[src/rtl/gpr_bank_pkg.sv]
package gpr_bank_pkg;

   // interrupt mode, as decoded from irq_mode
   typedef enum logic [1:0] {
      IMODE_CLASSIC  = 2'b00,
      IMODE_VECTOR   = 2'b01,
      IMODE_EXTERNAL = 2'b10,
      IMODE_RSVD     = 2'b11
   } imode_e;

   // exception class, as decoded from exc_kind
   typedef enum logic [1:0] {
      EXC_GENERAL   = 2'b00,
      EXC_INTERRUPT = 2'b01,
      EXC_CACHE_ERR = 2'b10,
      EXC_DEBUG     = 2'b11
   } exc_kind_e;

   // control-register write target
   typedef enum logic [1:0] {
      CSR_MAP     = 2'b00,
      CSR_DEFAULT = 2'b01,
      CSR_PREV    = 2'b10,
      CSR_NONE    = 2'b11
   } csr_sel_e;

   // origin of the next set number
   typedef enum logic [1:0] {
      SRC_DEFAULT = 2'b00,
      SRC_MAP     = 2'b01,
      SRC_EXT     = 2'b10
   } src_e;

endpackage

[src/rtl/gpr_bank_clamp.sv]
module gpr_bank_clamp #(
   parameter int SET_W   = 4,
   parameter int TOP_SET = 3
) (
   input  logic [SET_W-1:0] raw_set,
   output logic [SET_W-1:0] safe_set
);

   localparam bit FULL_RANGE = (TOP_SET == (1 << SET_W) - 1);

   generate
      if (FULL_RANGE) begin : g_pass
         // every encodable number is implemented
         assign safe_set = raw_set;
      end else begin : g_clip
         localparam logic [SET_W-1:0] TOP_L = SET_W'(TOP_SET);
         assign safe_set = (raw_set > TOP_L) ? '0 : raw_set;
      end
   endgenerate

endmodule

[src/rtl/gpr_bank_csr.sv]
module gpr_bank_csr
   import gpr_bank_pkg::*;
#(
   parameter  int NUM_LINES = 8,
   parameter  int SET_W     = 4,
   localparam int MAP_W     = NUM_LINES * SET_W
) (
   input  logic             clk,
   input  logic             rst_n,
   input  logic             csr_wr,
   input  logic [1:0]       csr_sel,
   input  logic [MAP_W-1:0] csr_wdata,
   output logic [MAP_W-1:0] map_q,
   output logic [SET_W-1:0] dflt_q
);

   csr_sel_e sel;
   logic     map_we;
   logic     dflt_we;

   assign sel     = csr_sel_e'(csr_sel);
   assign map_we  = csr_wr && (sel == CSR_MAP);
   assign dflt_we = csr_wr && (sel == CSR_DEFAULT);

   // one register per interrupt line field
   generate
      for (genvar g = 0; g < NUM_LINES; g++) begin : g_field
         always_ff @(posedge clk or negedge rst_n) begin
            if (!rst_n) begin
               map_q[g*SET_W +: SET_W] <= '0;
            end else if (map_we) begin
               map_q[g*SET_W +: SET_W] <= csr_wdata[g*SET_W +: SET_W];
            end
         end
      end
   endgenerate

   always_ff @(posedge clk or negedge rst_n) begin
      if (!rst_n) begin
         dflt_q <= '0;
      end else if (dflt_we) begin
         dflt_q <= csr_wdata[SET_W-1:0];
      end
   end

endmodule

[src/rtl/gpr_bank_pick.sv]
module gpr_bank_pick
   import gpr_bank_pkg::*;
#(
   parameter  int NUM_LINES = 8,
   parameter  int SET_W     = 4,
   parameter  int TOP_SET   = 3,
   localparam int LINE_W    = $clog2(NUM_LINES),
   localparam int MAP_W     = NUM_LINES * SET_W
) (
   input  logic              exc_valid,
   input  logic [1:0]        exc_kind,
   input  logic              exl_in,
   input  logic [1:0]        irq_mode,
   input  logic [LINE_W-1:0] irq_line,
   input  logic [SET_W-1:0]  ext_set,
   input  logic [MAP_W-1:0]  map_q,
   input  logic [SET_W-1:0]  dflt_q,
   output logic              take,
   output logic              ext_take,
   output logic [SET_W-1:0]  sel_set
);

   exc_kind_e        kind;
   imode_e           mode;
   src_e             src;
   logic [SET_W-1:0] fields [NUM_LINES];
   logic [SET_W-1:0] line_field;
   logic [SET_W-1:0] raw_set;

   assign kind = exc_kind_e'(exc_kind);
   assign mode = imode_e'(irq_mode);

   generate
      for (genvar g = 0; g < NUM_LINES; g++) begin : g_slice
         assign fields[g] = map_q[g*SET_W +: SET_W];
      end
   endgenerate

   assign line_field = fields[irq_line];

   // only interrupts in vectored or external mode leave the default path
   always_comb begin
      src = SRC_DEFAULT;
      if (kind == EXC_INTERRUPT) begin
         unique case (mode)
            IMODE_VECTOR:   src = SRC_MAP;
            IMODE_EXTERNAL: src = SRC_EXT;
            default:        src = SRC_DEFAULT;
         endcase
      end
   end

   always_comb begin
      unique case (src)
         SRC_MAP: raw_set = line_field;
         SRC_EXT: raw_set = ext_set;
         default: raw_set = dflt_q;
      endcase
   end

   gpr_bank_clamp #(
      .SET_W   (SET_W),
      .TOP_SET (TOP_SET)
   ) i_sel_clamp (
      .raw_set  (raw_set),
      .safe_set (sel_set)
   );

   // switching requires the level to rise and a return-address-writing class
   assign take     = exc_valid && !exl_in &&
                     ((kind == EXC_GENERAL) || (kind == EXC_INTERRUPT));
   assign ext_take = take && (src == SRC_EXT);

endmodule

[src/rtl/gpr_bank_state.sv]
module gpr_bank_state #(
   parameter int SET_W = 4
) (
   input  logic             clk,
   input  logic             rst_n,
   input  logic             take,
   input  logic             ext_take,
   input  logic             ret_valid,
   input  logic [SET_W-1:0] sel_set,
   input  logic             prev_wr,
   input  logic [SET_W-1:0] prev_wdata,
   output logic [SET_W-1:0] cur_q,
   output logic [SET_W-1:0] prev_q,
   output logic [SET_W-1:0] ext_q
);

   always_ff @(posedge clk or negedge rst_n) begin
      if (!rst_n) begin
         cur_q  <= '0;
         prev_q <= '0;
      end else if (take) begin
         // exception wins over a return and over a software write
         prev_q <= cur_q;
         cur_q  <= sel_set;
      end else begin
         if (ret_valid) begin
            cur_q <= prev_q;
         end
         if (prev_wr) begin
            prev_q <= prev_wdata;
         end
      end
   end

   always_ff @(posedge clk or negedge rst_n) begin
      if (!rst_n) begin
         ext_q <= '0;
      end else if (ext_take) begin
         ext_q <= sel_set;
      end
   end

endmodule

[src/rtl/gpr_bank_selector.sv]
module gpr_bank_selector
   import gpr_bank_pkg::*;
#(
   parameter  int NUM_LINES = 8,
   parameter  int SET_W     = 4,
   parameter  int TOP_SET   = 3,
   localparam int LINE_W    = $clog2(NUM_LINES),
   localparam int MAP_W     = NUM_LINES * SET_W
) (
   input  logic              clk,
   input  logic              rst_n,
   input  logic              exc_valid,
   input  logic [1:0]        exc_kind,
   input  logic              exl_in,
   input  logic [1:0]        irq_mode,
   input  logic [LINE_W-1:0] irq_line,
   input  logic [SET_W-1:0]  ext_set,
   input  logic              ret_valid,
   input  logic              csr_wr,
   input  logic [1:0]        csr_sel,
   input  logic [MAP_W-1:0]  csr_wdata,
   output logic [SET_W-1:0]  cur_set,
   output logic [SET_W-1:0]  prev_set,
   output logic [SET_W-1:0]  dflt_set,
   output logic [MAP_W-1:0]  map_value,
   output logic [SET_W-1:0]  ext_status,
   output logic [SET_W-1:0]  top_set
);

   // elaboration-time parameter checks
   generate
      if (SET_W < 1 || SET_W > 8) begin : g_bad_set_w
         initial $fatal(1, "gpr_bank_selector: SET_W must lie in 1..8");
      end
      if (NUM_LINES < 2 || (NUM_LINES & (NUM_LINES - 1)) != 0) begin : g_bad_lines
         initial $fatal(1, "gpr_bank_selector: NUM_LINES must be a power of two >= 2");
      end
      if (TOP_SET < 0 || TOP_SET >= (1 << SET_W)) begin : g_bad_top
         initial $fatal(1, "gpr_bank_selector: TOP_SET does not fit in SET_W bits");
      end
   endgenerate

   logic [MAP_W-1:0] map_q;
   logic [SET_W-1:0] dflt_q;
   logic             take;
   logic             ext_take;
   logic [SET_W-1:0] sel_set;
   logic             prev_wr;
   logic [SET_W-1:0] prev_wdata;
   logic [SET_W-1:0] cur_q;
   logic [SET_W-1:0] prev_q;
   logic [SET_W-1:0] ext_q;

   gpr_bank_csr #(
      .NUM_LINES (NUM_LINES),
      .SET_W     (SET_W)
   ) i_csr (
      .clk       (clk),
      .rst_n     (rst_n),
      .csr_wr    (csr_wr),
      .csr_sel   (csr_sel),
      .csr_wdata (csr_wdata),
      .map_q     (map_q),
      .dflt_q    (dflt_q)
   );

   gpr_bank_pick #(
      .NUM_LINES (NUM_LINES),
      .SET_W     (SET_W),
      .TOP_SET   (TOP_SET)
   ) i_pick (
      .exc_valid (exc_valid),
      .exc_kind  (exc_kind),
      .exl_in    (exl_in),
      .irq_mode  (irq_mode),
      .irq_line  (irq_line),
      .ext_set   (ext_set),
      .map_q     (map_q),
      .dflt_q    (dflt_q),
      .take      (take),
      .ext_take  (ext_take),
      .sel_set   (sel_set)
   );

   assign prev_wr = csr_wr && (csr_sel_e'(csr_sel) == CSR_PREV);

   gpr_bank_clamp #(
      .SET_W   (SET_W),
      .TOP_SET (TOP_SET)
   ) i_prev_clamp (
      .raw_set  (csr_wdata[SET_W-1:0]),
      .safe_set (prev_wdata)
   );

   gpr_bank_state #(
      .SET_W (SET_W)
   ) i_state (
      .clk        (clk),
      .rst_n      (rst_n),
      .take       (take),
      .ext_take   (ext_take),
      .ret_valid  (ret_valid),
      .sel_set    (sel_set),
      .prev_wr    (prev_wr),
      .prev_wdata (prev_wdata),
      .cur_q      (cur_q),
      .prev_q     (prev_q),
      .ext_q      (ext_q)
   );

   assign cur_set    = cur_q;
   assign prev_set   = prev_q;
   assign dflt_set   = dflt_q;
   assign map_value  = map_q;
   assign ext_status = (imode_e'(irq_mode) == IMODE_EXTERNAL) ? ext_q : '0;
   assign top_set    = SET_W'(TOP_SET);

endmodule

[config.mk]
export PLATFORM = sky130hd
export DESIGN_NAME = gpr_bank_selector
export DESIGN_NICKNAME = d
export VERILOG_FILES = /design/src/rtl/gpr_bank_pkg.sv /design/src/rtl/gpr_bank_clamp.sv /design/src/rtl/gpr_bank_csr.sv /design/src/rtl/gpr_bank_pick.sv /design/src/rtl/gpr_bank_state.sv /design/src/rtl/gpr_bank_selector.sv
export SDC_FILE = /design/constraint.sdc
export NUM_CORES = 1
export LEC_CHECK = 0
export ABC_AREA = 1
export ABC_CLOCK_PERIOD_IN_PS = 1750
export BUFFER_PORTS_ARGS = -buffer_cell sky130_fd_sc_hd__buf_4
export CORE_ASPECT_RATIO = 1.25
export CORE_MARGIN = 8
export CORE_UTILIZATION = 50
export CTS_CLUSTER_DIAMETER = 60
export DETAILED_ROUTE_END_ITERATION = 16
export PLACE_DENSITY_LB_ADDON = 0.1
export SYNTH_ARGS = -nofsm -noshare
export SYNTH_HDL_FRONTEND = slang
export SYNTH_SLANG_ARGS = --single-unit
[constraint.sdc]
create_clock -name clk -period 1.75 [get_ports clk]
set_input_delay 0.175 -clock clk [delete_from_list [all_inputs] [get_ports clk]]
set_output_delay 0.175 -clock clk [all_outputs]
set_load 0.005 [all_outputs]
Yosys cells after proc, flatten, opt, wreduce, memory -nomap -nowiden
Cells that the tools add are included.
{"block": "totals", "latch_bits": 0, "romBits": 0, "ff_bits": 48, "ramBits": 0, "mem_count": 0, "output_inout_bits": 52}
{"block": "classes", "n_reduce_logical": 12, "bitwise": 1, "addsub": 0, "n_mul": 0, "mux": 13, "shift": 0, "eq_ne": 7, "n_div": 0, "order_cmp": 3}
{"cell": "2-to-1 mux 4 bit", "n": 9}
{"cell": "binary-select mux 4 bit (select 3 bit)", "n": 1}
{"cell": "== test 2 x 1 -> 1 bit, second input constant", "n": 4}
{"cell": "greater-than comparator 4 x 2 -> 1 bit, second input constant", "n": 2}
{"cell": "case mux 4 bit (2 select lines)", "n": 1}
{"cell": "== test 2 bit, second input constant", "n": 3}
{"cell": "logical AND 1 bit", "n": 6}
{"cell": ">= comparator 4 bit, second input constant", "n": 1}
{"cell": "logical NOT 2 bit", "n": 2}
{"cell": "inverter 3 -> 4 bit", "n": 1}
{"cell": "case mux 2 bit (2 select lines)", "n": 1}
{"cell": "nonzero test 2 bit", "n": 2}
{"cell": "2-to-1 mux 2 bit", "n": 1}
{"cell": "logical NOT 1 bit", "n": 1}
{"cell": "logical OR 1 bit", "n": 1}

Depth between registers and ports, before layout
Gate-level depths: netlist (run 1).
{"block": "logic_depth", "depth_word": 8, "depth_mapped": 12, "ltp_nobuf": 12}

Cells and area by module
A second synthesis (run 1) with hierarchy kept.
{"block": "unflattened", "cells_unflattened": 394, "area_unflattened_um2": 2797.7}
{"mod": "gpr_bank_csr", "seq_area_each_um2": 900.9, "cells_each": 158, "area_each_um2": 1471.4, "instances": 1}
{"mod": "gpr_bank_state", "seq_area_each_um2": 300.3, "cells_each": 78, "area_each_um2": 579.3, "instances": 1}
{"mod": "gpr_bank_pick", "seq_area_each_um2": 0.0, "cells_each": 120, "area_each_um2": 571.8, "instances": 1}
{"mod": "gpr_bank_clamp", "seq_area_each_um2": 0.0, "cells_each": 10, "area_each_um2": 45.0, "instances": 2}
{"mod": "gpr_bank_selector", "seq_area_each_um2": 0.0, "cells_each": 18, "area_each_um2": 85.1, "instances": 1}

Worst setup path before layout (run 1)
OpenSTA, ideal clock, no wires.
{"block": "synth_path", "path_kind": "input port to flip-flop", "startpoint": "input exc_kind[0]", "endpoint": "register i_state.cur_q[0]", "arrival_ns": 1.070, "path_buffers": 0, "path_stages": 9, "setup_ns": 0.133, "path_slack_ns": 0.547, "path_cell_list": "inv_1 nor2_1 nand3_1 inv_1 ha_1 a21oi_1 a21oi_2 nand2_1 a21oi_1"}
{"block": "synth_via", "elab_chain_len": 7, "word_cells_on_any_way": 12, "classes_between": "order compare (1); eq/ne (3); mux (4); reduce/logical (4)"}
{"item": "from (decl)", "line": "gpr_bank_selector.sv:13", "text": "input logic [1:0] exc_kind,"}
{"item": "== test 2 x 1 -> 1 bit", "line": "gpr_bank_pick.sv:44, gpr_bank_pick.sv:71"}
{"item": "2-to-1 mux 2 bit", "line": "gpr_bank_pick.sv:44", "text": "if (kind == EXC_INTERRUPT) begin"}
{"item": "== test 2 bit or == test 2 x 1 -> 1 bit (tied branches)", "line": "gpr_bank_pick.sv:54", "text": "unique case (src)"}
{"item": "case mux 4 bit (2 select lines)", "line": "gpr_bank_pick.sv:54"}
{"item": "greater-than comparator 4 x 2 -> 1 bit", "line": "gpr_bank_clamp.sv:17", "text": "assign safe_set = (raw_set > TOP_L) ? '0 : raw_set;"}
{"item": "2-to-1 mux 4 bit", "line": "gpr_bank_clamp.sv:17"}
{"item": "2-to-1 mux 4 bit", "line": "gpr_bank_state.sv:21", "text": "end else if (take) begin"}
{"item": "to (signal assigned)", "line": "gpr_bank_state.sv:24", "text": "cur_q <= sel_set;"}
{"item": "to (signal assigned)", "line": "gpr_bank_state.sv:27", "text": "cur_q <= prev_q;"}
{"item": "to (decl)", "line": "gpr_bank_state.sv:12", "text": "output logic [SET_W-1:0] cur_q,"}
Several ways; a longest one is shown, not always the timed one.
A chain may end at the register's enable or synchronous reset.

Final worst setup path (run 1)
{"block": "layout_path", "startpoint": "input csr_sel[0]", "endpoint": "register i_csr.map_q[15]"}
{"block": "layout_via", "elab_chain_len": 2}
{"item": "from (decl)", "line": "gpr_bank_selector.sv:20", "text": "input logic [1:0] csr_sel,"}
{"item": "logical NOT 2 bit", "line": "gpr_bank_csr.sv:22", "text": "assign map_we = csr_wr && (sel == CSR_MAP);"}
{"item": "logical AND 1 bit", "line": "gpr_bank_csr.sv:22"}
{"item": "to (signal, indexed assignment)", "line": "gpr_bank_csr.sv:32", "text": "map_q[g*SET_W +: SET_W] <= csr_wdata[g*SET_W +: SET_W];"}
{"item": "to (decl)", "line": "gpr_bank_csr.sv:13", "text": "output logic [MAP_W-1:0] map_q,"}
Every way passes these cells.

==> results of run 1 <==
==> worst reg2reg max path, cell delays in order (launching register included) <==
cell and delay [ns]:
sky130_fd_sc_hd__dfrtp_1 0.41, sky130_fd_sc_hd__nor2_1 0.11, sky130_fd_sc_hd__nand2_1 0.06, sky130_fd_sc_hd__nand3_1 0.08
sky130_fd_sc_hd__nand3_1 0.07, sky130_fd_sc_hd__nand3_1 0.09, sky130_fd_sc_hd__nand2_1 0.05, sky130_fd_sc_hd__nand2_1 0.06
sky130_fd_sc_hd__nand2_1 0.09, sky130_fd_sc_hd__a21oi_1 0.14
==> synthesized netlist by cell type, types with 2 or more instances <==
library cell | number | share of area, %
sky130_fd_sc_hd__nand3_1 | 19 | 4.0
sky130_fd_sc_hd__inv_1 | 29 | 4.6
sky130_fd_sc_hd__nor2_1 | 32 | 5.1
sky130_fd_sc_hd__nor2_2 | 4 | 1.1
sky130_fd_sc_hd__nor4_1 | 2 | 0.53
sky130_fd_sc_hd__buf_4 | 4 | 1.3
sky130_fd_sc_hd__o21ai_1 | 10 | 2.1
sky130_fd_sc_hd__buf_2 | 5 | 1.1
sky130_fd_sc_hd__a21oi_2 | 2 | 0.74
sky130_fd_sc_hd__ha_1 | 2 | 1.1
sky130_fd_sc_hd__a21oi_1 | 17 | 3.6
sky130_fd_sc_hd__dfrtp_1 | 48 | 51
sky130_fd_sc_hd__conb_1 | 2 | 0.32
sky130_fd_sc_hd__inv_2 | 10 | 1.6
sky130_fd_sc_hd__inv_6 | 2 | 0.74
sky130_fd_sc_hd__o21ai_0 | 4 | 0.84
sky130_fd_sc_hd__a31oi_1 | 2 | 0.53
sky130_fd_sc_hd__mux2_1 | 17 | 8.1
sky130_fd_sc_hd__buf_6 | 2 | 0.95
sky130_fd_sc_hd__nand2_1 | 63 | 10
==> flip-flops by register name, summed over array words and instances, names as in the netlist <==
| name | cells |
|---|---|
| i_state.ext_q | 4 |
| i_csr.map_q | 32 |
| i_csr.dflt_q | 4 |
| i_state.cur_q | 4 |
| i_state.prev_q | 4 |
==> placed cells by master, fill, tap and decap left out, drive strengths merged <==
cell type,n
dfrtp,48
ha,2
nor2,37
clkinv,1
a31oi,2
nand3b,1
nor4,2
clkinvlp,1
a21oi,19
conb,4
nand3,19
nor3,1
buf,102
bufinv,1
dlygate4sd3,1
inv,41
o21ai,14
nand2,63
clkbuf,5
mux2,17
==> worst max path at each step <==
stage	start	to	slack, ns	depth (start not counted)
2_1_floorplan	exc_kind[0]	i_state.cur_q[0]	0.55	9
3_3_place_gp	csr_sel[0]	i_csr.map_q[7]	0.21	6
3_5_place_dp	csr_sel[0]	i_csr.map_q[18]	0.19	4
4_1_cts	i_csr.map_q[2]	i_state.cur_q[1]	0.50	9
5_1_grt	i_csr.map_q[18]	i_state.cur_q[1]	0.33	9
6_report	csr_sel[0]	i_csr.map_q[15]	0.51	6
==> metrics by stage <==
stage                     utilization [%]  hold slack [ns]  setup WS (ns)  cell area [sq um]
final                                70.2           0.0837          0.507               3270
after CTS                            70.2           0.0767          0.499               3270
after detailed placement             67.6            0.225          0.188               3150
after global placement               67.6            0.222          0.212               3150
after global routing                 70.2           0.0690          0.331               3270
after floorplan                         -           -0.121          0.547               2380
==> per-layer routing <==
| layer | share of wire (%) | vias to the layer above |
|---|---|---|
| li1 | - | 1081 |
| met1 | 38 | 995 |
| met2 | 53 | 67 |
| met3 | 7.6 | 8 |
| met4 | 1.3 | 0 |
| met5 | 0 | - |
==> final cells by class <==
cell class / instances / area [sq um]
Timing Repair Buffer: 103 / 776
Fill cell: 430 / 1390
Sequential cell: 48 / 1200
Clock buffer: 5 / 68.8
Inverter: 41 / 164
Multi-Input combinational cell: 181 / 946
Clock inverter: 3 / 42.5
Tap cell: 60 / 75.1
==> where the power goes <==
part	internal, mW	switching (mW)
registers	1.28	0.131
logic	0.411	0.330
clock network	0.423	0.376
total	2.11	0.836
==> cell families (layout without fill, tap and decap cells) <==
logic type / after synthesis / in the layout / share of synthesized area (%)
buffers and inverters: 52 / 152 / 10.2
AND/OR/NAND/NOR: 123 / 123 / 22.1
multiplexers: 17 / 17 / 8.06
adder cells (fa/ha/maj): 2 / 2 / 1.05
flip-flops: 48 / 48 / 50.6
AO/OA/AOI/OAI: 35 / 35 / 7.79
other: 2 / 4 / 0.316
==> repair_timing <==
item,CTS,global route
endpoints found under the setup margin,0,0
hold buffers,1,0
endpoints found under the hold margin,48,0
==> impl_summary.log, run 1 <==
INFO  metric outcome = complete, no violations
INFO  metric p_leak = 1.74 nW
INFO  metric critical_path.max_stage_delay = about 0.5 ns
INFO  metric setup_violation_total_in_the_final_timing_report = 0
INFO  metric ios = approximately 100
INFO  metric finalWorstPathRequiredPeriod = approximately 1.2 ns
INFO  metric ff2ff_setup_slack = about 0.53 ns
INFO  metric detailedRoute.firstPassIterationCount = 4
INFO  metric netlist-cell-type-count = 23
INFO  metric destination_of_the_worst_hold_path = i_csr.map_q[12]
INFO  metric maxClockFrequency = 805 MHz
INFO  metric gp_congestion = about 0.8
INFO  metric fin_tns_setup = 0 ns
INFO  metric vias = ~2200
INFO  metric cts_made_buffers = 5
INFO  metric drv.max_cap_violation_count = 0
INFO  metric number_of_global_route_vias_before_repair = about 2200
INFO  metric ys_warn_count = 0
INFO  metric grt.met2_usage = between 30% and 40%
INFO  metric timing.slew.headroom = 56.3%
INFO  metric cp.buffers_inverters = 3
INFO  metric post_synth_instance_area = between 0.002 and 0.0025 sq mm
INFO  metric tightestPinTransition = 0.655 ns
INFO  metric reg2reg_depth = 9
INFO  metric timing.critical_path.arrival = roughly 1.4 ns
INFO  metric max-vdd-ir-drop = 0.000451 V
INFO  metric min-delay-path-class = input pin to flop
INFO  metric insertion_delay = approximately 0.30 ns
INFO  metric final_max_slew_viol_count = 0
INFO  metric finalNonFillerCells = roughly 440
INFO  metric synth_enable_flop_cells = 0
INFO  metric cts_root_buffer = sky130_fd_sc_hd__clkbuf_8
INFO  metric postSynthRegisterBits = 48
INFO  metric timing.hold.worst.start = csr_wdata[12]
INFO  metric syn_avg_cell_area = approximately 8.5 sq um
INFO  metric chipHeight = around 93 um
INFO  metric total_power = 2.95 mW
INFO  metric grt_max_degree = 49
INFO  metric placed_cells_incl_taps = ~430
INFO  metric unrepaired_setup_endpoints_after_global_routing = false
INFO  metric post_cts_buffers = 0
INFO  metric grt_first_pass_wirelength = slightly above 10000 um
INFO  metric cts.sink_count = 48
INFO  metric post-dp-hpwl = 4930 um
INFO  metric numPortBuffers = between 90 and 100
INFO  metric placeableCoreArea = about 0.0047 sq mm
INFO  metric ys_async_sr_fraction = 100%
INFO  metric vias_per_cell = between 4 and 5
INFO  metric antenna_found_initial = 0
INFO  metric powerDensity = approximately 900 mW/mm^2
INFO  metric cp_cell_sequence = buf_4 -> inv_1 -> nand3_2 -> buf_4 -> nor2_1 -> a21oi_1
INFO  metric cts_max_path_buffers = 2
INFO  metric startpoint_type = input pin
INFO  metric cts_tree = yes
INFO  metric path_class = input pin to flop
INFO  metric gr-total-overflow = 0
INFO  metric grtUsageMet1 = 18.5%
INFO  metric layout-area-overhead-vs-synth = 37.8%
INFO  metric synth_ff_type = sky130_fd_sc_hd__dfrtp_1
INFO  metric antennaDiodeCount = 0
INFO  metric worst_r2r_endpoint = i_state.cur_q[0]
INFO  metric timing.critical_path.max_delay_family = simple AND/OR/NAND/NOR gates
INFO  metric routed_wire_length_per_instance = about 14 um
INFO  metric seq_area_frac_synth = 50.6%
INFO  metric timing.clock.skew = 0.00862 ns
INFO  metric drt_wl_total = about 6300 um
INFO  metric drtIter0Drc = about 120
INFO  metric r2r_start = i_csr.map_q[2]
INFO  metric grt-busiest-layer = met2
INFO  metric post_cts_resize_count = 0
INFO  metric fp.dieArea = approximately 0.0072 sq mm
INFO  metric cts_max_level = 2
INFO  metric overall_global_routing_usage = 17.2%
INFO  metric critPathMaxFanout = 28
INFO  metric remaining_drc_errors = 0
INFO  metric met3_usage_in_global_routing = approximately 6.2%
INFO  metric number_of_cells_traversed_by_the_worst_hold_path = 2
INFO  metric share_of_layout_cells_above_drive_strength_1 = between 30% and 40%
INFO  metric finalCritPeriodShare = 71.0%
INFO  metric path_common_cell = sky130_fd_sc_hd__buf_4
INFO  metric clkTransAtPathRegs = roughly 0.09 ns
INFO  metric end_kind = flop
INFO  metric crit_path_top_delay_cell = sky130_fd_sc_hd__nand3_2
INFO  metric postSynthCellCount = 279
INFO  metric floorplan.rows = 28
INFO  metric final_net_count = around 430
INFO  metric postRouteAntennaNets = 0
INFO  metric initial_utilization = approximately half
INFO  metric required_time_of_the_critical_path = 1.94 ns
INFO  metric chipWidth = 77.7 um
INFO  metric hold_violations = 0
Power figures use the tool's default switching activity.
==> run 2: changes to the inputs <==
--- a/config.mk
+++ b/config.mk
@@ -6,11 +6,11 @@
 export NUM_CORES = 1
 export LEC_CHECK = 0
 export ABC_AREA = 1
-export ABC_CLOCK_PERIOD_IN_PS = 1750
+export ABC_CLOCK_PERIOD_IN_PS = 1000
 export BUFFER_PORTS_ARGS = -buffer_cell sky130_fd_sc_hd__buf_4
 export CORE_ASPECT_RATIO = 1.25
 export CORE_MARGIN = 8
-export CORE_UTILIZATION = 50
+export CORE_UTILIZATION = 43
 export CTS_CLUSTER_DIAMETER = 60
 export DETAILED_ROUTE_END_ITERATION = 16
 export PLACE_DENSITY_LB_ADDON = 0.1
==> constraint.sdc (replaced) <==
create_clock -name clk -period 1 [get_ports clk]
set_input_delay 0.1 -clock clk [delete_from_list [all_inputs] [get_ports clk]]
set_output_delay 0.1 -clock clk [all_outputs]
set_load 0.005 [all_outputs]
==> run 2 against run 1 <==
  * The flow now finishes with violations (setup timing)
  * Wire length is 17% higher
  * Clock-buffer cell count stayed put
  * Critical endpoint is now i_state.cur_q[0]
  * Clock skew is 0.0033 ns lower
  * Sequential power is 74% higher
  * Register-to-register slack worse by 0.74 ns
  * Worst hold slack worse by 0.073 ns
  * First-iteration DRC count is 39% lower
==> impl_summary.log, run 2 (synthesis gave the netlist of run 1 again) <==
INFO  metric outcome = finished, violations left
INFO  metric violations_in_the_final_reports = setup timing
INFO  metric powerDensity = between 1500 and 2000 mW/mm^2
INFO  metric hold_violations = 0
INFO  metric min-delay-path-class = input pin to flop
INFO  metric antenna_found_initial = 0
INFO  metric dpl_cell_area = between 0.003 and 0.004 sq mm
INFO  metric maxClockFrequency = roughly 800 MHz
INFO  metric fillCellCount = 410
INFO  metric timing.clock.skew = 0.00536 ns
INFO  metric vias = around 2400
INFO  metric required_time_of_the_critical_path = around 1.2 ns
INFO  metric path_class = flop to flop
INFO  metric worst_r2r_endpoint = i_state.cur_q[0]
INFO  metric initial_utilization = 44.3%
INFO  metric layout-area-overhead-vs-synth = 66.8%
INFO  metric r2r_start = i_csr.map_q[10]
INFO  metric setup_ws = -0.214 ns
INFO  metric overall_global_routing_usage = a little under a fifth
INFO  metric cts_root_buffer = sky130_fd_sc_hd__clkbuf_8
INFO  metric gp_congestion = 0.850
INFO  metric drv.max_cap_violation_count = 0
INFO  metric startpoint_type = flop
INFO  metric cts_made_buffers = 5
INFO  metric chipWidth = just over 80 um
INFO  metric critPathMaxFanout = 2
INFO  metric max-vdd-ir-drop = ~0.0011 V
INFO  metric reg2reg_depth = 8
INFO  metric share_of_layout_cells_above_drive_strength_1 = 51.3%
INFO  metric cts_max_path_buffers = 2
INFO  metric antennaDiodeCount = 0
INFO  metric fp.dieArea = about 0.0082 sq mm
INFO  metric cts_tree = yes
INFO  metric total_power = between 6 and 7 mW
INFO  metric placeableCoreArea = roughly 0.0054 sq mm
INFO  metric setup_violation_total_in_the_final_timing_report = 34
INFO  metric postRouteAntennaNets = 0
INFO  metric ff2ff_setup_slack = -0.21 ns
INFO  metric unrepaired_setup_endpoints_after_global_routing = true
INFO  metric number_of_global_route_vias_before_repair = ~2500
INFO  metric routed_wire_length_per_instance = about 15 um
INFO  metric timing.critical_path.arrival = 1.45 ns
INFO  metric end_kind = flop
INFO  metric chipHeight = 99.1 um
INFO  metric cts.sink_count = 48
INFO  metric final_max_slew_viol_count = 0
INFO  metric grt_first_pass_wirelength = 11600 um
INFO  metric detailedRoute.firstPassIterationCount = 4
INFO  metric number_of_cells_traversed_by_the_worst_hold_path = 2
INFO  metric destination_of_the_worst_hold_path = i_csr.map_q[29]
INFO  metric numPortBuffers = 98
INFO  metric insertion_delay = approximately 0.30 ns
INFO  metric gr-total-overflow = 0
INFO  metric floorplan.rows = 30
INFO  metric clkTransAtPathRegs = ~0.090 ns
INFO  metric finalCritPeriodShare = 121%
INFO  metric remaining_drc_errors = 0
INFO  metric dpl_worst_slack = -0.305 ns
INFO  metric timing.hold.worst.start = csr_wdata[29]
INFO  metric drt_wl_total = between 7000 and 8000 um
INFO  metric mostFrequentLayoutCells = sky130_fd_sc_hd__buf_4, sky130_fd_sc_hd__nand2_1, sky130_fd_sc_hd__dfrtp_1, sky130_fd_sc_hd__buf_6, sky130_fd_sc_hd__nor2_1
INFO  metric design_area = 0.00396 sq mm
INFO  metric post-dp-hpwl = roughly 5500 um
INFO  metric drtIter0Drc = 73
INFO  metric final_net_count = between 400 and 500
INFO  metric grt_max_degree = 30
INFO  metric layout_commonest_cell = sky130_fd_sc_hd__buf_4
INFO  metric ios = 103
INFO  metric cts_max_level = 2
INFO  metric registers.top_by_ff_count = i_csr.map_q
INFO  metric number_of_flip_flops_in_the_largest_register = 32
INFO  metric vias_per_cell = between 4 and 5
INFO  metric holdWs = between 0.01 and 0.015 ns
INFO  metric finalWorstPathRequiredPeriod = around 1.2 ns
INFO  metric p_leak = 2.04 nW
## run 2: layer usage
metal | vias to the layer above | track usage [%] | part of all wire, %
li1 | 1162 | - | -
met1 | 1116 | 20.5 | 39
met2 | 74 | 31.4 | 52
met3 | 9 | 4.15 | 6.9
met4 | 0 | 6.50 | 1.8
met5 | - | 0 | 0
## run 2: metrics by stage
stage                     instances  util (%)  TNS, ns
after detailed placement        471      65.2    -1.83
final                           489      73.8    -1.95
after floorplan                 281         -   -0.263
after global routing            489      73.8    -3.34
after CTS                       483      71.5    -1.87
after global placement          471      65.2    -1.28
## run 2: area by class of cell
| cell class | count | area, sq um | share of cell area [%] |
|---|---|---|---|
| repair buffers | 147 | 1310 | 33.1 |
| flip-flops and latches | 48 | 1200 | 30.3 |
| multi-input cells | 181 | 1090 | 27.5 |
| clock buffers | 5 | 68.8 | 1.74 |
| clock inverters | 3 | 42.5 | 1.07 |
| inverters | 41 | 169 | 4.26 |
| well taps | 64 | 80.1 | 2.02 |
## run 2: worst max path at each step
stage	end	slack, ns	start
6_report	i_state.cur_q[0]	-0.21	i_csr.map_q[10]
3_3_place_gp	i_state.cur_q[0]	-0.21	exc_kind[0]
5_1_grt	i_state.cur_q[1]	-0.34	i_csr.map_q[13]
3_5_place_dp	i_state.cur_q[0]	-0.31	irq_mode[1]
2_1_floorplan	i_state.cur_q[0]	-0.07	i_csr.map_q[14]
4_1_cts	i_state.ext_q[0]	-0.26	i_csr.map_q[18]
## run 2: power breakdown
group / switching [mW] / total [mW] / internal (mW)
combinational: 0.837 / 2.15 / 1.32
clock: 0.660 / 1.40 / 0.740
sequential: 0.219 / 2.45 / 2.24
total: 1.72 / 6.01 / 4.29
## run 2: repair_timing
| action | 4_1_cts | 5_1_grt |
|---|---|---|
| buffers inserted | 6 | 13 |
| resized for setup | 54 | 29 |
| hold buffers | 1 | 0 |
| endpoints found under the hold margin | 48 | 0 |
| endpoints found under the setup margin | 34 | 37 |
| pin swaps | 12 | 7 |
## run 2: worst max-delay path, stage by stage, from the launching register on
cell and delay (ns):
sky130_fd_sc_hd__dfrtp_1 0.40, sky130_fd_sc_hd__nand3b_1 0.17, sky130_fd_sc_hd__nand3_1 0.09, sky130_fd_sc_hd__nand3_1 0.09, sky130_fd_sc_hd__nand3_2 0.09, sky130_fd_sc_hd__nand2_2 0.05
sky130_fd_sc_hd__nand2_2 0.07, sky130_fd_sc_hd__nand2_2 0.07, sky130_fd_sc_hd__a21oi_2 0.12
==> run 3: changes to the inputs <==
--- a/config.mk
+++ b/config.mk
@@ -5,8 +5,6 @@
 export SDC_FILE = /design/constraint.sdc
 export NUM_CORES = 1
 export LEC_CHECK = 0
-export ABC_AREA = 1
-export ABC_CLOCK_PERIOD_IN_PS = 1000
 export BUFFER_PORTS_ARGS = -buffer_cell sky130_fd_sc_hd__buf_4
 export CORE_ASPECT_RATIO = 1.25
 export CORE_MARGIN = 8
==> run 3 against run 2 <==
  * The flow still finishes with violations (setup timing)
  * Flip-flop and latch count stayed put
  * Non-clock buffer count is 14 higher
  * First-iteration DRC count is 5.5% higher
  * Core utilization is 3.5 points higher
  * Design area is 4.7% higher
  * Sequential share of layout area is 1.4 points lower
  * Sequential power hardly changed
  * Synthesized cell count is 35% lower
  * Synthesized area is 1.2% lower
  * Worst hold slack better by 0.011 ns
  * Combinational power is 20% higher
  * Final cell count is 17% lower
==> impl_summary.log, run 3 <==
INFO  metric timing.critical_path.max_delay_family = multiplexers
INFO  metric layout-area-overhead-vs-synth = 76.9%
INFO  metric cts_max_path_buffers = 2
INFO  metric yosysTopAreaCell = sky130_fd_sc_hd__dfrtp_1
INFO  metric cp_cell_sequence = mux4_2 -> or2_1 -> a311oi_1 -> nor3_1
INFO  metric remaining_drc_errors = 0
INFO  metric drtIter0Drc = 77
INFO  metric mostFrequentLayoutCells = sky130_fd_sc_hd__buf_4, sky130_fd_sc_hd__buf_6, sky130_fd_sc_hd__dfrtp_1
INFO  metric postRouteAntennaNets = 0
INFO  metric cts_tree = yes
INFO  metric registers.top_by_ff_count = i_csr.map_q
INFO  metric insertion_delay = 0.30 ns
INFO  metric synth.cells.most_frequent = sky130_fd_sc_hd__dfrtp_1, sky130_fd_sc_hd__mux2_2, sky130_fd_sc_hd__mux2i_1
INFO  metric finalCritPeriodShare = 161%
INFO  metric ios = between 100 and 150
INFO  metric r2r_start = i_csr.map_q[20]
INFO  metric violations_in_the_final_reports = setup timing
INFO  metric area_share_of_xor_xnor_cells_in_the_synthesized_design = 0%
INFO  metric total_power = 6.45 mW
INFO  metric vias = just over 2000
INFO  metric final_max_slew_viol_count = 0
INFO  metric critPathMaxFanout = 2
INFO  metric antenna_found_initial = 0
INFO  metric ff2ff_setup_slack = -0.61 ns
INFO  metric finalWorstPathRequiredPeriod = between 1.5 and 2 ns
INFO  metric post-dp-hpwl = ~5200 um
INFO  metric worst_r2r_endpoint = i_state.ext_q[0]
INFO  metric gp_congestion = about 0.81
INFO  metric post_synth_main_area_contributors = sky130_fd_sc_hd__dfrtp_1, sky130_fd_sc_hd__mux2_2, sky130_fd_sc_hd__mux2i_1, sky130_fd_sc_hd__mux4_2, sky130_fd_sc_hd__and2_1
INFO  metric cts.sink_count = 48
INFO  metric required_time_of_the_critical_path = roughly 1.2 ns
INFO  metric cp.buffers_inverters = 0
INFO  metric floorplan.rows = 30
INFO  metric max-vdd-ir-drop = between 0.001 and 0.0015 V
INFO  metric cts_max_level = 2
INFO  metric post_synth_instance_area = approximately 0.0023 sq mm
INFO  metric most_numerous_cell_in_the_yosys_netlist = sky130_fd_sc_hd__dfrtp_1
INFO  metric grt_max_degree = 33
INFO  metric grt_first_pass_wirelength = ~11000 um
INFO  metric dpl_cell_area = about 0.0037 sq mm
INFO  metric hold_violations = 0
INFO  metric share_of_layout_cells_above_drive_strength_1 = 65.7%
INFO  metric power_frac_seq = about two fifths
INFO  metric ys_async_sr_fraction = 100%
INFO  metric crit_path_top_delay_cell = sky130_fd_sc_hd__mux4_2
INFO  metric outcome = finished, violations left
INFO  metric layout_commonest_cell = sky130_fd_sc_hd__buf_4
INFO  metric fin_util = between 70% and 80%
INFO  metric reg2reg_depth = 4
INFO  metric setup_ws = -0.614 ns
INFO  metric detailedRoute.firstPassIterationCount = 4
INFO  metric startpoint_type = flop
INFO  metric timing.critical_path.arrival = around 1.8 ns
INFO  metric power.internal = about 4.8 mW
INFO  metric clkTransAtPathRegs = about 0.090 ns
INFO  metric design_area = between 0.004 and 0.005 sq mm
INFO  metric postSynthRegisterBits = 48
INFO  metric vias_per_cell = slightly above 5
INFO  metric synth_simple_gate_area_share = a little under a tenth
INFO  metric unrepaired_setup_endpoints_after_global_routing = true
INFO  metric yosysTopAreaCellShare = 51.2%
INFO  metric timing.clock.skew = a little over 0.007 ns
INFO  metric seq_area_frac_synth = about half
INFO  metric number_of_global_route_vias_before_repair = 2287
INFO  metric netlist-cell-type-count = 35
INFO  metric min-delay-path-class = input pin to flop
INFO  metric largest_family_of_logic_cells_by_synthesized_area = multiplexers
INFO  metric path_class = flop to flop
INFO  metric crit_cells = 4
INFO  metric drt_wl_total = roughly 7100 um
INFO  metric chipWidth = approximately 82 um
INFO  metric yosys.area_share.adder = approximately 1.1%
INFO  metric routed_wire_length_per_instance = ~18 um
INFO  metric ys_warn_count = 0
INFO  metric end_kind = flop
INFO  metric overall_global_routing_usage = roughly 17%
INFO  metric synth_enable_flop_cells = 0
INFO  metric cts_root_buffer = sky130_fd_sc_hd__clkbuf_8
INFO  metric numPortBuffers = 98
INFO  metric antennaDiodeCount = 0
INFO  metric cts_made_buffers = 5
INFO  metric fp.dieArea = between 0.008 and 0.009 sq mm
INFO  metric gr-total-overflow = 0
INFO  metric syn_avg_cell_area = approximately 13 sq um
INFO  metric critical_path.max_stage_delay = ~0.46 ns
INFO  metric synth.mux.area_fraction = 26.9%
INFO  metric postSynthCellCount = roughly 180
INFO  metric setup_violation_total_in_the_final_timing_report = 45
INFO  metric drv.max_cap_violation_count = 0
INFO  metric final_net_count = around 400
INFO  metric number_of_flip_flops_in_the_largest_register = 32
INFO  metric powerDensity = 1550 mW/mm^2
INFO  metric placeableCoreArea = 0.00537 sq mm
INFO  metric pwr-share-comb = 40.1%
INFO  metric switching_share = a little over a quarter
INFO  metric clkPwrFrac = around a fifth
INFO  metric maxClockFrequency = 620 MHz
INFO  metric chipHeight = 98.6 um
INFO  metric dpl_worst_slack = -0.612 ns
INFO  metric area_fraction_in_compound_gates_after_synthesis = roughly 7.6%
INFO  metric p_leak = approximately 2 nW
INFO  metric initial_utilization = a little over two fifths
INFO  metric worst_setup_path_endpoint = i_state.ext_q[0]
INFO  metric synth_ff_type = sky130_fd_sc_hd__dfrtp_1
INFO  metric switching_power = between 1.5 and 2 mW
INFO  metric crit_start = i_csr.map_q[20]
[run 3: changes by cell type after synthesis, moves of 13 or more]
cell,change
sky130_fd_sc_hd__mux2_1,-17
sky130_fd_sc_hd__a21oi_1,-13
sky130_fd_sc_hd__nand2_1,-55
sky130_fd_sc_hd__mux2_2,+36
sky130_fd_sc_hd__nand3_1,-19
sky130_fd_sc_hd__inv_1,-26
sky130_fd_sc_hd__nor2_1,-29
[run 3: worst min path at each step]
stage / depth (start not counted) / startpoint / slack, ns / endpoint
after global routing: 2 / csr_wdata[26] / 0.004 / i_csr.map_q[26]
after detailed placement: 1 / rst_n / 0.02 / i_state.prev_q[3]
after floorplan: 0 / rst_n / -0.20 / i_csr.dflt_q[0]
after global placement: 1 / rst_n / 0.02 / i_state.prev_q[3]
final: 2 / csr_wdata[21] / 0.02 / i_csr.map_q[21]
after CTS: 2 / csr_wdata[21] / 0.02 / i_csr.map_q[21]
[run 3: repair_timing]
item,4_1_cts,5_1_grt
buffers inserted,12,11
pin swaps,2,2
resized for setup,70,25
endpoints found under the setup margin,48,51
endpoints found under the hold margin,24,0
hold buffers,1,0
[run 3: cell type report]
| type | instances | area [sq um] |
|---|---|---|
| multi-input cells | 121 | 1230 |
| well taps | 64 | 80.1 |
| inverters | 3 | 11.3 |
| fillers | 354 | 1220 |
| flip-flops and latches | 48 | 1200 |
| repair buffers | 161 | 1510 |
| clock buffers | 5 | 68.8 |
| clock inverters | 3 | 42.5 |
[run 3: cells by family (layout without fill, tap and decap cells)]
family	Yosys count	in the layout
multiplexers	52	52
AND/OR/NAND/NOR	37	37
buffers and inverters	14	172
other	2	4
flip-flops	48	48
AO/OA/AOI/OAI	26	26
adder cells (fa/ha/maj)	2	2
[run 3: power by group through the flow]
stage	combinational [mW]	clock (mW)	sequential [mW]
floorplan	0.712	0	2.52
global placement	2.06	0	2.45
detailed placement	2.09	0	2.46
CTS	2.49	1.41	2.47
global route	2.77	1.50	2.52
finish	2.59	1.38	2.48
[run 3: through the flow]
stage / std cells / TNS [ns] / hold WS, ns
global placement: 392 / -10.25 / 0.0237
CTS: 402 / -3.67 / 0.0173
finish: 405 / -3.35 / 0.0217
global route: 405 / -5.19 / 0.00353
floorplan: 183 / -2.54 / -0.196
detailed placement: 392 / -10.52 / 0.0236
[run 3: metal layers]
metal	GRT usage, %	routed length, um	vias up
li1	-	-	977
met1	20.6	2820	1011
met2	28.9	3620	74
met3	5.28	593	8
met4	4.34	72	0
met5	0	0	-
